`src/rtl/muldiv8_pkg.sv`:
```
package muldiv8_pkg;

    typedef enum logic {
        OP_MUL = 1'b0,
        OP_DIV = 1'b1
    } md_op_e;

endpackage

```
`src/rtl/md_mul_stage.sv`:
```
// One shift-and-add multiply step on a combined product/multiplier register.
module md_mul_stage #(
    parameter int W = 8
) (
    input  logic [2*W-1:0] pw_i,
    input  logic [W-1:0]   mcand_i,
    output logic [2*W-1:0] pw_o
);

    logic [W:0] sum;

    always_comb begin
        sum  = {1'b0, pw_i[2*W-1:W]} + (pw_i[0] ? {1'b0, mcand_i} : {(W+1){1'b0}});
        pw_o = {sum, pw_i[W-1:1]};
    end

endmodule

```
`src/rtl/md_div_stage.sv`:
```
// One restoring-division step: shift in a dividend bit, trial subtract.
module md_div_stage #(
    parameter int W = 8
) (
    input  logic [W:0]   rem_i,
    input  logic [W-1:0] quo_i,
    input  logic [W-1:0] dvs_i,
    output logic [W:0]   rem_o,
    output logic [W-1:0] quo_o
);

    logic [W:0] shifted;
    logic [W:0] diff;
    logic       fits;

    always_comb begin
        shifted = {rem_i[W-1:0], quo_i[W-1]};
        diff    = shifted - {1'b0, dvs_i};
        fits    = ~diff[W];
        rem_o   = fits ? diff : shifted;
        quo_o   = {quo_i[W-2:0], fits};
    end

endmodule

```
`src/rtl/md_seq_ctrl.sv`:
```
// Step sequencer: accepts a request when idle, counts CYCLES step edges.
module md_seq_ctrl #(
    parameter int CYCLES = 4
) (
    input  logic clk,
    input  logic rst_n,
    input  logic start_i,
    output logic load_o,
    output logic step_o,
    output logic last_o,
    output logic busy_o,
    output logic done_o
);

    localparam int CW = $clog2(CYCLES + 1);
    localparam logic [CW-1:0] LAST_CNT = CW'(CYCLES - 1);

    typedef struct packed {
        logic          busy;
        logic [CW-1:0] cnt;
        logic          done;
    } ctrl_t;

    ctrl_t st_d, st_q;
    logic  load, last;

    always_comb begin
        load = start_i && !st_q.busy;
        last = st_q.busy && (st_q.cnt == LAST_CNT);
        st_d      = st_q;
        st_d.done = last;
        if (load) begin
            st_d.busy = 1'b1;
            st_d.cnt  = CW'(1);
        end else if (st_q.busy) begin
            st_d.cnt = st_q.cnt + CW'(1);
            if (last) begin
                st_d.busy = 1'b0;
                st_d.cnt  = '0;
            end
        end
    end

    always_ff @(posedge clk or negedge rst_n) begin
        if (!rst_n) st_q <= '0;
        else        st_q <= st_d;
    end

    assign load_o = load;
    assign step_o = load || st_q.busy;
    assign last_o = last;
    assign busy_o = st_q.busy;
    assign done_o = st_q.done;

    AST_DONE_PULSE: assert property (@(posedge clk) disable iff (!rst_n)
        st_q.done |=> !st_q.done);
    AST_BUSY_HOLDS: assert property (@(posedge clk) disable iff (!rst_n)
        (st_q.busy && st_q.cnt != LAST_CNT) |=> st_q.busy);
    AST_DONE_ENDS_BUSY: assert property (@(posedge clk) disable iff (!rst_n)
        st_q.done |-> (!st_q.busy && $past(st_q.busy)));

endmodule

```
`src/rtl/muldiv8_seq.sv`:
```
// Multi-cycle unsigned multiply/divide of two bytes with split results.
module muldiv8_seq
    import muldiv8_pkg::*;
#(
    parameter int W      = 8,
    parameter int CYCLES = 4
) (
    input  logic         clk,
    input  logic         rst_n,
    input  logic         start_i,
    input  logic         op_i,
    input  logic [W-1:0] opa_i,
    input  logic [W-1:0] opb_i,
    output logic         busy_o,
    output logic         done_o,
    output logic [W-1:0] res_a_o,
    output logic [W-1:0] res_b_o,
    output logic         carry_o,
    output logic         ovf_o
);

    localparam int STEPS = W / CYCLES;
    localparam int CW    = $clog2(CYCLES + 1);

    typedef struct packed {
        md_op_e         op;
        logic [2*W-1:0] pw;
        logic [W-1:0]   mcand;
        logic [W:0]     rem;
        logic [W-1:0]   quo;
        logic [W-1:0]   dvs;
        logic [W-1:0]   res_a;
        logic [W-1:0]   res_b;
        logic           cy;
        logic           ov;
    } dp_t;

    dp_t  st_d, st_q;
    logic load, step, last;

    md_seq_ctrl #(.CYCLES(CYCLES)) ctrl_i (
        .clk    (clk),
        .rst_n  (rst_n),
        .start_i(start_i),
        .load_o (load),
        .step_o (step),
        .last_o (last),
        .busy_o (busy_o),
        .done_o (done_o)
    );

    // Step inputs: fresh operands on the accepting edge, held state after.
    logic [2*W-1:0] mul_pw  [STEPS+1];
    logic [W:0]     div_rem [STEPS+1];
    logic [W-1:0]   div_quo [STEPS+1];
    logic [W-1:0]   mcand_in, dvs_in;

    always_comb begin
        mul_pw[0]  = load ? {{W{1'b0}}, opa_i} : st_q.pw;
        mcand_in   = load ? opb_i : st_q.mcand;
        div_rem[0] = load ? {(W+1){1'b0}} : st_q.rem;
        div_quo[0] = load ? opa_i : st_q.quo;
        dvs_in     = load ? opb_i : st_q.dvs;
    end

    for (genvar g = 0; g < STEPS; g++) begin : g_step
        md_mul_stage #(.W(W)) mul_i (
            .pw_i   (mul_pw[g]),
            .mcand_i(mcand_in),
            .pw_o   (mul_pw[g+1])
        );
        md_div_stage #(.W(W)) div_i (
            .rem_i(div_rem[g]),
            .quo_i(div_quo[g]),
            .dvs_i(dvs_in),
            .rem_o(div_rem[g+1]),
            .quo_o(div_quo[g+1])
        );
    end

    always_comb begin
        st_d = st_q;
        if (step) begin
            st_d.op    = load ? md_op_e'(op_i) : st_q.op;
            st_d.pw    = mul_pw[STEPS];
            st_d.mcand = mcand_in;
            st_d.rem   = div_rem[STEPS];
            st_d.quo   = div_quo[STEPS];
            st_d.dvs   = dvs_in;
        end
        if (last) begin
            st_d.cy = 1'b0;
            if (st_q.op == OP_DIV) begin
                st_d.res_a = div_quo[STEPS];
                st_d.res_b = div_rem[STEPS][W-1:0];
                st_d.ov    = (st_q.dvs == '0);
            end else begin
                st_d.res_a = mul_pw[STEPS][W-1:0];
                st_d.res_b = mul_pw[STEPS][2*W-1:W];
                st_d.ov    = |mul_pw[STEPS][2*W-1:W];
            end
        end
    end

    always_ff @(posedge clk or negedge rst_n) begin
        if (!rst_n) st_q <= '0;
        else        st_q <= st_d;
    end

    assign res_a_o = st_q.res_a;
    assign res_b_o = st_q.res_b;
    assign carry_o = st_q.cy;
    assign ovf_o   = st_q.ov;

    // Independent latency tracker used only by the assertions below.
    logic [CW-1:0] lat_q;
    always_ff @(posedge clk or negedge rst_n) begin
        if (!rst_n)                                 lat_q <= '0;
        else if (load)                              lat_q <= CW'(1);
        else if (lat_q != '0 && lat_q < CW'(CYCLES)) lat_q <= lat_q + CW'(1);
        else                                        lat_q <= '0;
    end

    AST_DONE_LATENCY: assert property (@(posedge clk) disable iff (!rst_n)
        done_o |-> (lat_q == CW'(CYCLES)));
    AST_MUL_OVF: assert property (@(posedge clk) disable iff (!rst_n)
        (done_o && st_q.op == OP_MUL) |-> (ovf_o == (res_b_o != '0)));
    AST_DIV_REM_BOUND: assert property (@(posedge clk) disable iff (!rst_n)
        (done_o && st_q.op == OP_DIV && st_q.dvs != '0) |-> (res_b_o < st_q.dvs));
    AST_DIV_ZERO_OVF: assert property (@(posedge clk) disable iff (!rst_n)
        (done_o && st_q.op == OP_DIV && st_q.dvs == '0) |-> ovf_o);
    AST_RESULT_HOLD: assert property (@(posedge clk) disable iff (!rst_n)
        !done_o |-> ($stable(res_a_o) && $stable(res_b_o) && $stable(ovf_o)));

endmodule

```
`config.mk`:
```
export PLATFORM = sky130hd
export DESIGN_NAME = muldiv8_seq
export DESIGN_NICKNAME = d
export VERILOG_FILES = /design/src/rtl/muldiv8_pkg.sv /design/src/rtl/md_mul_stage.sv /design/src/rtl/md_div_stage.sv /design/src/rtl/md_seq_ctrl.sv /design/src/rtl/muldiv8_seq.sv
export SDC_FILE = /design/constraint.sdc
export NUM_CORES = 1
export LEC_CHECK = 0
export ABC_CLOCK_PERIOD_IN_PS = 8000
export BUFFER_PORTS_ARGS = -buffer_cell sky130_fd_sc_hd__buf_2
export CAP_MARGIN = 30
export CORE_MARGIN = 5
export CORE_UTILIZATION = 60
export CTS_CLUSTER_SIZE = 40
export DETAILED_ROUTE_END_ITERATION = 7
export GPL_TIMING_DRIVEN = 0
export HOLD_SLACK_MARGIN = 0.06
export PLACE_DENSITY_LB_ADDON = 0.05
export SYNTH_ARGS = -nofsm -noshare
export SYNTH_HDL_FRONTEND = slang
export SYNTH_HIERARCHICAL = 1
export SYNTH_SLANG_ARGS = --single-unit
export TNS_END_PERCENT = 1
```
`constraint.sdc`:
```
create_clock -name clk -period 8 [get_ports clk]
set_clock_uncertainty 0.15 [all_clocks]
set_input_delay 0 -clock clk [delete_from_list [all_inputs] [get_ports clk]]
set_output_delay 0 -clock clk [all_outputs]
set_load 0.02 [all_outputs]
```
## After elaboration in Yosys (flattened, before gate mapping)

Index checks and enable logic that the tools add are counted.

| word-level totals | value |
|---|---|
| bits in registers | 71 |
| bits in latches | 0 |
| memory bits (writable) | 0 |
| memory bits (read-only) | 0 |
| input bits | 20 |
| output and inout port bits | 20 |
| memories | 0 |

| operators by class | value |
|---|---|
| add/sub/neg operators | 5 |
| multiply operators | 0 |
| divide/modulo/power cells | 0 |
| magnitude comparators | 0 |
| eq/ne operators | 1 |
| shift-type cells | 0 |
| multiplexer cells | 14 |
| bitwise logic cells | 2 |
| reductions and logical operators | 8 |

Operator list:

| operator | number |
|---|---|
| 2-to-1 mux 8 bit | 8 |
| 2-to-1 mux 16 bit | 2 |
| adder 8 x 9 -> 9 bit | 2 |
| subtractor 9 x 8 -> 9 bit | 2 |
| 2-to-1 mux 4 bit | 3 |
| logical NOT 8 bit | 1 |
| OR reduction 8 bit | 1 |
| adder 3 x 1 -> 3 bit, second input constant | 1 |
| equality test 3 x 2 -> 1 bit, second input constant | 1 |
| logical AND 1 bit | 2 |
| inverter 1 bit | 2 |
| AND reduction 2 bit | 1 |
| nonzero test 2 bit | 1 |
| logical NOT 1 bit | 1 |
| logical OR 1 bit | 1 |
| 2-to-1 mux 1 bit | 1 |

## Longest topological paths before layout

Gate-level depths: netlist of the first run.

| depth | value |
|---|---|
| depth after elaboration | 8 |
| depth in mapped cells | 31 |
| depth with buffers taken out | 26 |

## By module

The synthesis of the first run kept the hierarchy.

By module, submodules not included:

| module | instances | cells each | area each (µm²) | sequential area each (µm²) |
|---|---|---|---|---|
| muldiv8_seq | 1 | 335 | 3299.4 | 1676.6 |
| md_mul_stage | 2 | 57 | 426.7 | 0.0 |
| md_div_stage (g_step[1].div_i) | 1 | 80 | 573.0 | 0.0 |
| md_div_stage (g_step[0].div_i) | 1 | 80 | 570.5 | 0.0 |
| md_seq_ctrl | 1 | 19 | 207.7 | 125.1 |

## Least setup slack after synthesis of the first run

No wires, ideal clock.

| path | value |
|---|---|
| path type | register to register |
| from | register ctrl_i.st_q, in the netlist ctrl_i/busy_o |
| to | register st_q[40] (netlist bit) |
| arrival time | 5.152 ns |
| required time | 7.725 ns |
| path slack | 2.574 ns |
| stages on the path, launching flop included | 30 |
| path buffers | 4 |
| period minus slack after synthesis | 5.426 ns |
| cells stage by stage | dfrtp_1 > nor2b_1 > buf_6 > buf_6 > buf_6 > nand2_1 > o21ai_0 > inv_1 > ha_1 > fa_1 > nor2b_4 > o31a_1 > o21ai_0 > a21oi_1 > ha_1 > clkinv_1 > mux2i_1 > inv_1 > fa_1 > nor2b_4 > o31a_1 > o21ai_0 > a21oi_1 > ha_1 > buf_4 > inv_1 > nor3_1 > o21ai_0 > nand3_1 > mux2_2 |

RTL lines:

| what | RTL line | RTL |
|---|---|---|
| from (decl) | md_seq_ctrl.sv:24 | `ctrl_t st_d, st_q;` |
| from (signal assigned) | md_seq_ctrl.sv:46 | `else st_q <= st_d;` |
| to (signal assigned) | muldiv8_seq.sv:107 | `else st_q <= st_d;` |
| to (decl) | muldiv8_seq.sv:38 | `dp_t st_d, st_q;` |

==> impl_metrics.tcl, run 1 <==
set metrics [dict create \
    path_class "flip-flop to flip-flop" \
    first_global_vias 4654 \
    drt-total-wl_um 13500 \
    slew_headroom_pct 35.5 \
    startpoint_type "flip-flop" \
    hp-class "primary input to flip-flop" \
    period_minus_slack_ns 6.69 \
    synth_cells 625 \
    worst_slew_pin_slew_ns 0.957 \
    diodes 0 \
    pre_cts_slack_ns 1.47 \
    h-tree-depth 3 \
    netlist_area_mm2 0.00546 \
    fin_nets 750 \
    die_y_um 105 \
    path_cells "nor2b_1, clkbuf_1, o21ai_0, inv_1, ha_1, fa_1, nor2b_4, o31a_1, o21ai_0, a21oi_1, ha_1, clkinv_1, mux2i_1, ha_1, nor2b_4, o31a_1, o21ai_0, a21oi_1, ha_1, buf_4, inv_1, o311ai_1, mux2i_1, a21oi_1" \
    finalSetupViolations 0 \
    most-common-layout-cells "dfrtp_1, o21ai_0, inv_1" \
    cts_sinks 71 \
    setup_slack_ns 1.31 \
    cts_buffers 9 \
    wl_per_cell_um 16.8 \
    final_common_cell "dfrtp_1" \
    cts_tree "yes" \
    clockBufferDepth 2 \
    rows 34 \
    cp_max_fo 10 \
    gp_congestion 0.930 \
    crit_path_frequent_cell "ha_1" \
    drc 0 \
    vias 4560 \
    rsz0062_at_grt "false" \
    dpl.hpwl_um 10000 \
    postRouteAntennaNets 0 \
    antenna_found_initial 0 \
    synthesis.nets 684 \
    drt-vias-per-instance 5.67 \
    post-route-period-util_pct 83.6 \
    portBuffers 38 \
    io-pin-count 40 \
    cts.clk_slew.worst_paths_ns 0.09 \
    hold_viol_final 0 \
    grt_max_degree 72 \
    hold_slack_ns 0.0896 \
    firstDrtPassIters 6 \
    worstPathRequired_ns 8.14 \
    endpoint_kind "flip-flop" \
    overflow 0 \
    core_mm2 0.00881 \
    grt_pass1_wl_um 22700 \
    start_util_pct 62.0 \
    fin_util_pct 70.2 \
    grt_use_total_pct 25.5 \
    first_iter_violations 220 \
    syn_area_per_cell_um2 8.74 \
    dieArea_mm2 0.0111 \
    slew_violations 0 \
    critPathArrivalTime_ns 6.83 \
    clock-root-buffer "clkbuf_8" \
    cap_violations 0 \
    slowest_delay_ns 0.60 \
    fp.dieW_um 105 \
    yosysWarnings 6 \
    status "completed" \
    nFillCells 715 \
    areaGrowthSynthToFinish_pct 13.2 \
    cpMaxStageDelayCell "o311ai_1" \
    clk_latency_ns 0.36 \
    drive_gt1_share_pct 21.1 \
    fmax_mhz 149 \
    fin_tns_setup_ns 0 \
]
## final timing paths
kind                                     start              to  slack, ns  cells past startpoint
max in group asynchronous                rst_n        st_q[66]       6.95                      2
worst min-delay path                  opa_i[5]        st_q[33]       0.09                      7
worst max-delay path             ctrl_i/busy_o      res_b_o[7]       1.31                     24
worst max register to register   ctrl_i/busy_o      res_b_o[7]       1.31                     24
worst min register to register  ctrl_i/st_q[3]   ctrl_i/done_o       0.31                      1
min in group asynchronous                rst_n  ctrl_i/st_q[1]       0.16                      2
## flip-flops by register name (all words and copies together), names as in the netlist
signal / count
ctrl_i/st_q: 3
ovf_o: 1
res_a_o: 8
res_b_o: 8
ctrl_i/done_o: 1
st_q: 49
ctrl_i/busy_o: 1
## what timing repair did
item | CTS | global route
setup buffers | 0 | 0
resized for setup | 0 | 0
hold endpoints to repair | 100 | 0
hold buffers | 17 | 0
## metal layers
metal  vias up  share of wire, %  global-route usage [%]
met4         0               1.5                    7.50
met3        20               4.7                    3.61
li1       2227                 -                       -
met5         -                 0                       0
met2       136                49                    43.3
met1      2177                45                    33.9
## metrics by stage
stage | area [µm²] | cells
final | 6180 | 804
after global routing | 6180 | 804
after CTS | 6180 | 804
after detailed placement | 5790 | 771
after global placement | 5790 | 771
after floorplan | 5460 | 625
## worst max-delay path, delay by kind of cell, from the launching register on
| family | cells | cell delay (ns) |
|---|---|---|
| simple gates | 3 | 0.47 |
| flops | 1 | 0.46 |
| mux | 2 | 0.57 |
| compound gates | 9 | 2.13 |
| buf+inv | 5 | 1.29 |
| fa+ha+maj | 5 | 1.57 |
## area by class of cell
type / instances / area, µm² / share of cell area [%]
inverters: 62 / 233 / 3.77
repair buffers: 55 / 363 / 5.87
multi-input cells: 418 / 2900 / 47.0
well taps: 108 / 135 / 2.19
flip-flops and latches: 71 / 1780 / 28.7
clock inverters: 6 / 93.8 / 1.52
plain buffers: 74 / 548 / 8.87
clock buffers: 10 / 128 / 2.06
Power of run 1 is left out: the tool's default activity adds up to more than one toggle a clock period on the data nets, which glitch-free logic cannot reach.
==> inputs of run 2 (changes only) <==
ABC_CLOCK_PERIOD_IN_PS = 5700   (was 8000)
CORE_UTILIZATION = 56   (was 60)
clock period = 5.7 ns   (was 8 ns; I/O delays follow)
==> run 2 against run 1 <==
  * Utilization fell by 1.3 points
  * Fmax rose by 23%
  * Global-route usage rose by 0.21 points
  * Hold slack improved by 0.068 ns
  * Critical endpoint is now res_b_o[5]
  * Clock-buffer cell count fell by 1
  * Largest cell class unchanged
  * Final cell count rose by 6.1%
  * Setup slack got worse by 1.1 ns
  * Die area rose by 6.5%
  * Via count rose by 1.4%
  * Register-to-register slack got worse by 1.1 ns
==> impl_metrics.tcl, run 2 (synthesis results as in run 1) <==
set metrics [dict create \
    clockBufferDepth 2 \
    grtUsageMet3_pct 3.37 \
    vias 4623 \
    multi_input_area_mm2 0.00312 \
    post-route-period-util_pct 95.5 \
    rows 36 \
    startpoint_type "flip-flop" \
    hold_slack_ns 0.158 \
    path_class "flip-flop to flip-flop" \
    slew_headroom_pct 28.2 \
    cpMaxStageDelayCell "dfrtp_2" \
    drt-total-wl_um 14200 \
    cts.clk_slew.worst_paths_ns 0.07 \
    dpl.hpwl_um 10300 \
    core_mm2 0.00964 \
    grt_use_met2_pct 42.7 \
    wl_per_cell_um 16.6 \
    cts_tree "yes" \
    finalSetupViolations 0 \
    start_util_pct 56.7 \
    postRouteAntennaNets 0 \
    first_iter_violations 342 \
    drt-vias-per-instance 5.42 \
    slew_violations 0 \
    fp.dieW_um 109 \
    busiest_layer "met2" \
    gp_congestion 0.904 \
    fin_util_pct 68.9 \
    endpoint_kind "flip-flop" \
    portBuffers 38 \
    cts_buffers 9 \
    worst_slew_pin_slew_ns 1.07 \
    hp-class "primary input to async pin" \
    h-tree-depth 3 \
    grtUsageMet1_pct 34.6 \
    cts_sinks 71 \
    grt_pass1_wl_um 23400 \
    clock-root-buffer "clkbuf_8" \
    critPathArrivalTime_ns 5.50 \
    diodes 0 \
    final_common_cell "buf_4" \
    seqCellArea_mm2 0.00178 \
    regMostFlops "st_q" \
    cp_max_fo 11 \
    most-common-layout-cells "buf_4, dfrtp_1, inv_1" \
    drive_gt1_share_pct 28.5 \
    largest_reg_flops 49 \
    areaGrowthSynthToFinish_pct 21.5 \
    period_minus_slack_ns 5.44 \
    crit_path_frequent_cell "buf_4" \
    grt_max_degree 72 \
    firstDrtPassIters 7 \
    worstPathRequired_ns 5.76 \
    status "completed" \
    nFillCells 834 \
    grt_use_total_pct 25.7 \
    fmax_mhz 184 \
    antenna_found_initial 0 \
    dieArea_mm2 0.0118 \
    io-pin-count 40 \
    fin_tns_setup_ns 0 \
    overflow 0 \
    fin_nets 774 \
    drc 0 \
    hold_viol_final 0 \
    cap_violations 0 \
    clk_latency_ns 0.36 \
    slowest_delay_ns 0.42 \
    die_y_um 109 \
    first_global_vias 4675 \
]
run 2: cell count changes in the layout (fill, tap and decap cells not counted), moves of 4 or more:
cell      delta
o21ai_2      +4
o21ai_0     -10
clkinv_2     +4
ha_1         -7
mux2i_1      -4
o21ai_1      +5
ha_4         +6
buf_4       +21
run 2: worst paths after layout:
path,startpoint,end,slack (ns),cells after the start
worst max-delay path,ctrl_i/busy_o,res_b_o[5],0.26,30
worst min register to register,ctrl_i/st_q[3],ctrl_i/done_o,0.32,1
max in group asynchronous,rst_n,ctrl_i/busy_o,4.62,2
min in group clk,op_i,st_q[67],0.28,3
worst max register to register,ctrl_i/busy_o,res_b_o[5],0.26,30
worst min-delay path,rst_n,ctrl_i/st_q[1],0.16,2
run 2: critical path, delay by kind of cell (launching register included):
kind,cells,cell delay (ns)
AND/OR/NAND/NOR,4,0.42
adder cells (fa/ha/maj),5,1.31
buffers and inverters,9,1.26
AO/OA/AOI/OAI,9,1.20
multiplexers,3,0.52
flip-flops,1,0.42
run 2: stage by stage:
step	setup WS (ns)	instance area, µm²	cells
3_3_place_gp	-0.994	5820	796
5_1_grt	-0.0634	6640	853
2_1_floorplan	0.278	5460	625
3_5_place_dp	-0.949	5820	796
6_report	0.259	6640	853
4_1_cts	0.0526	6500	847
run 2: layout make-up:
cell class              count  share of cell area [%]
well taps                 133                    2.51
clock buffers               9                    1.87
plain buffers              73                    8.54
repair buffers             80                    8.37
flip-flops and latches     71                    26.8
multi-input cells         418                    47.0
inverters                  62                    3.64
clock inverters             7                    1.32
run 2: repair_timing:
item,CTS,global route
hold buffers,19,0
setup endpoints to repair,17,16
endpoints found under the hold margin,101,0
gates resized for setup,37,28
setup buffers,16,6
pin swaps,10,11
gates cloned,1,0
run 2: metal layers:
metal	up-vias	routed length, µm
li1	2263	-
met1	2233	6520
met2	103	6810
met3	24	483
met4	0	363
met5	-	0
Power of run 2 is left out for the same reason.
==> inputs of run 3 (changes only) <==
ABC_AREA = 1   (was not set)
CORE_MARGIN = 3   (was 5)
==> run 3 against run 2 <==
  * Clock-buffer cell count rose by 1
  * Highest routed layer unchanged
  * Die area is 6.7% lower
  * Via count up 6.4%
  * Setup slack better by 0.15 ns
  * Non-clock buffer count shrank 21
  * Hold slack got worse by 0.062 ns
  * Global-route usage rose by 0.13 points
  * Critical path type unchanged
  * Critical path depth up 6
  * Register-to-register slack improved by 0.15 ns
  * Final cell count increased by 16%
  * Critical endpoint is now res_b_o[2]
==> impl_metrics.tcl, run 3 <==
set metrics [dict create \
    dieArea_mm2 0.0110 \
    fmax_mhz 189 \
    r2r-end "res_b_o[2]" \
    syn_area_per_cell_um2 7.02 \
    netlist_area_mm2 0.00549 \
    portBuffers 38 \
    die_y_um 105 \
    grt_use_met2_pct 40.5 \
    cpMaxStageDelayCell "dfrtp_2" \
    clockBufferDepth 2 \
    firstDrtPassIters 5 \
    startpoint_type "flip-flop" \
    r2r-start "ctrl_i/busy_o" \
    synth_cells 782 \
    worstPathRequired_ns 5.81 \
    areaGrowthSynthToFinish_pct 16.1 \
    wl_per_cell_um 14.0 \
    endpoint_kind "flip-flop" \
    clock-root-buffer "clkbuf_8" \
    yosysWarnings 6 \
    gp_congestion 0.897 \
    final_common_cell "nand2_1" \
    start_util_pct 58.6 \
    critPathArrivalTime_ns 5.40 \
    largest_reg_flops 49 \
    io-pin-count 40 \
    overflow 0 \
    first_global_vias 4805 \
    reg2reg_slack_ns 0.41 \
    post-route-period-util_pct 92.8 \
    slew_violations 0 \
    busiest_layer "met2" \
    finalSetupViolations 0 \
    hp-class "primary input to flip-flop" \
    fin_util_pct 68.0 \
    hold_viol_final 0 \
    seqCellArea_mm2 0.00178 \
    cap_violations 0 \
    core_mm2 0.00937 \
    drc 0 \
    hold_start "opa_i[7]" \
    vias 4917 \
    slew_headroom_pct 40.6 \
    cts.clk_slew.worst_paths_ns 0.09 \
    slowest_delay_ns 0.44 \
    postRouteAntennaNets 0 \
    cts_sinks 71 \
    drive_gt1_share_pct 19.3 \
    period_minus_slack_ns 5.29 \
    clk_latency_ns 0.35 \
    nFillCells 829 \
    fp.dieW_um 105 \
    drt-vias-per-instance 4.98 \
    h-tree-depth 3 \
    min_to "st_q[56]" \
    status "completed" \
    stdcell_area_mm2 0.00637 \
    synthesis.nets 841 \
    grt_use_total_pct 25.8 \
    dpl.hpwl_um 10500 \
    worst_slew_pin_slew_ns 0.891 \
    grt_max_degree 72 \
    crit_path_frequent_cell "nand2_1" \
    grt_pass1_wl_um 22900 \
    cts_tree "yes" \
    diodes 0 \
    grtUsageMet3_pct 4.08 \
    most-common-layout-cells "nand2_1, inv_1, o21ai_0" \
    rows 35 \
    dpl_cell_area_mm2 0.00585 \
    regMostFlops "st_q" \
    worstRegToRegCells 36 \
    first_iter_violations 267 \
    path_class "flip-flop to flip-flop" \
    drt-total-wl_um 13800 \
    grtUsageMet1_pct 36.0 \
    antenna_found_initial 0 \
    min_path_cells 7 \
    fin_nets 912 \
    cp_max_fo 10 \
    multi_input_area_mm2 0.00275 \
    cts_buffers 9 \
]
## run 3: area by class of cell
type,instances,share of cell area (%)
flip-flops and latches,71,27.9
inverters,126,7.46
repair buffers,60,6.32
well taps,129,2.53
plain buffers,72,8.64
clock inverters,6,1.83
clock buffers,10,2.16
multi-input cells,513,43.2
## run 3: metal layers
layer | vias up | share of wire (%)
li1 | 2520 | -
met3 | 25 | 4.8
met1 | 2238 | 47
met5 | - | 0
met4 | 0 | 3.3
met2 | 134 | 44
## run 3: what timing repair did
| action | in CTS | in global routing |
|---|---|---|
| gates cloned | 0 | 0 |
| endpoints found under the setup margin | 16 | 18 |
| endpoints found under the hold margin | 100 | 0 |
| pin swaps | 0 | 2 |
| setup buffers | 0 | 4 |
| hold buffers | 18 | 0 |
| resized for setup | 7 | 20 |
## run 3: per-stage QoR
stage	std cells	TNS, ns	worst slack [ns]	hold slack [ns]
2_1_floorplan	782	0	0.645	-0.446
3_3_place_gp	949	-0.245	-0.0583	0.0851
3_5_place_dp	949	-1.48	-0.173	0.0415
4_1_cts	983	0	0.0345	0.0878
5_1_grt	987	-0.0384	-0.0242	0.141
6_report	987	0	0.410	0.0963
## run 3: worst max-delay path, delay by kind of cell (launching register included)
family / cells / cell delay [ns]
AOI/OAI and AO/OA: 6 / 0.74
adders and majority gates: 5 / 1.54
buffers and inverters: 12 / 1.22
DFF: 1 / 0.44
and+or+nand+nor: 13 / 1.11
## run 3: worst max path at each step
stage | cells past startpoint | startpoint | to | slack (ns)
floorplan | 32 | ctrl_i/busy_o | res_b_o[1] | 0.65
global route | 36 | ctrl_i/busy_o | res_b_o[1] | -0.02
global placement | 36 | ctrl_i/busy_o | res_b_o[1] | -0.06
detailed placement | 36 | ctrl_i/busy_o | res_b_o[2] | -0.17
finish | 36 | ctrl_i/busy_o | res_b_o[2] | 0.41
CTS | 36 | ctrl_i/busy_o | res_b_o[2] | 0.03
Power of run 3 is left out for the same reason.
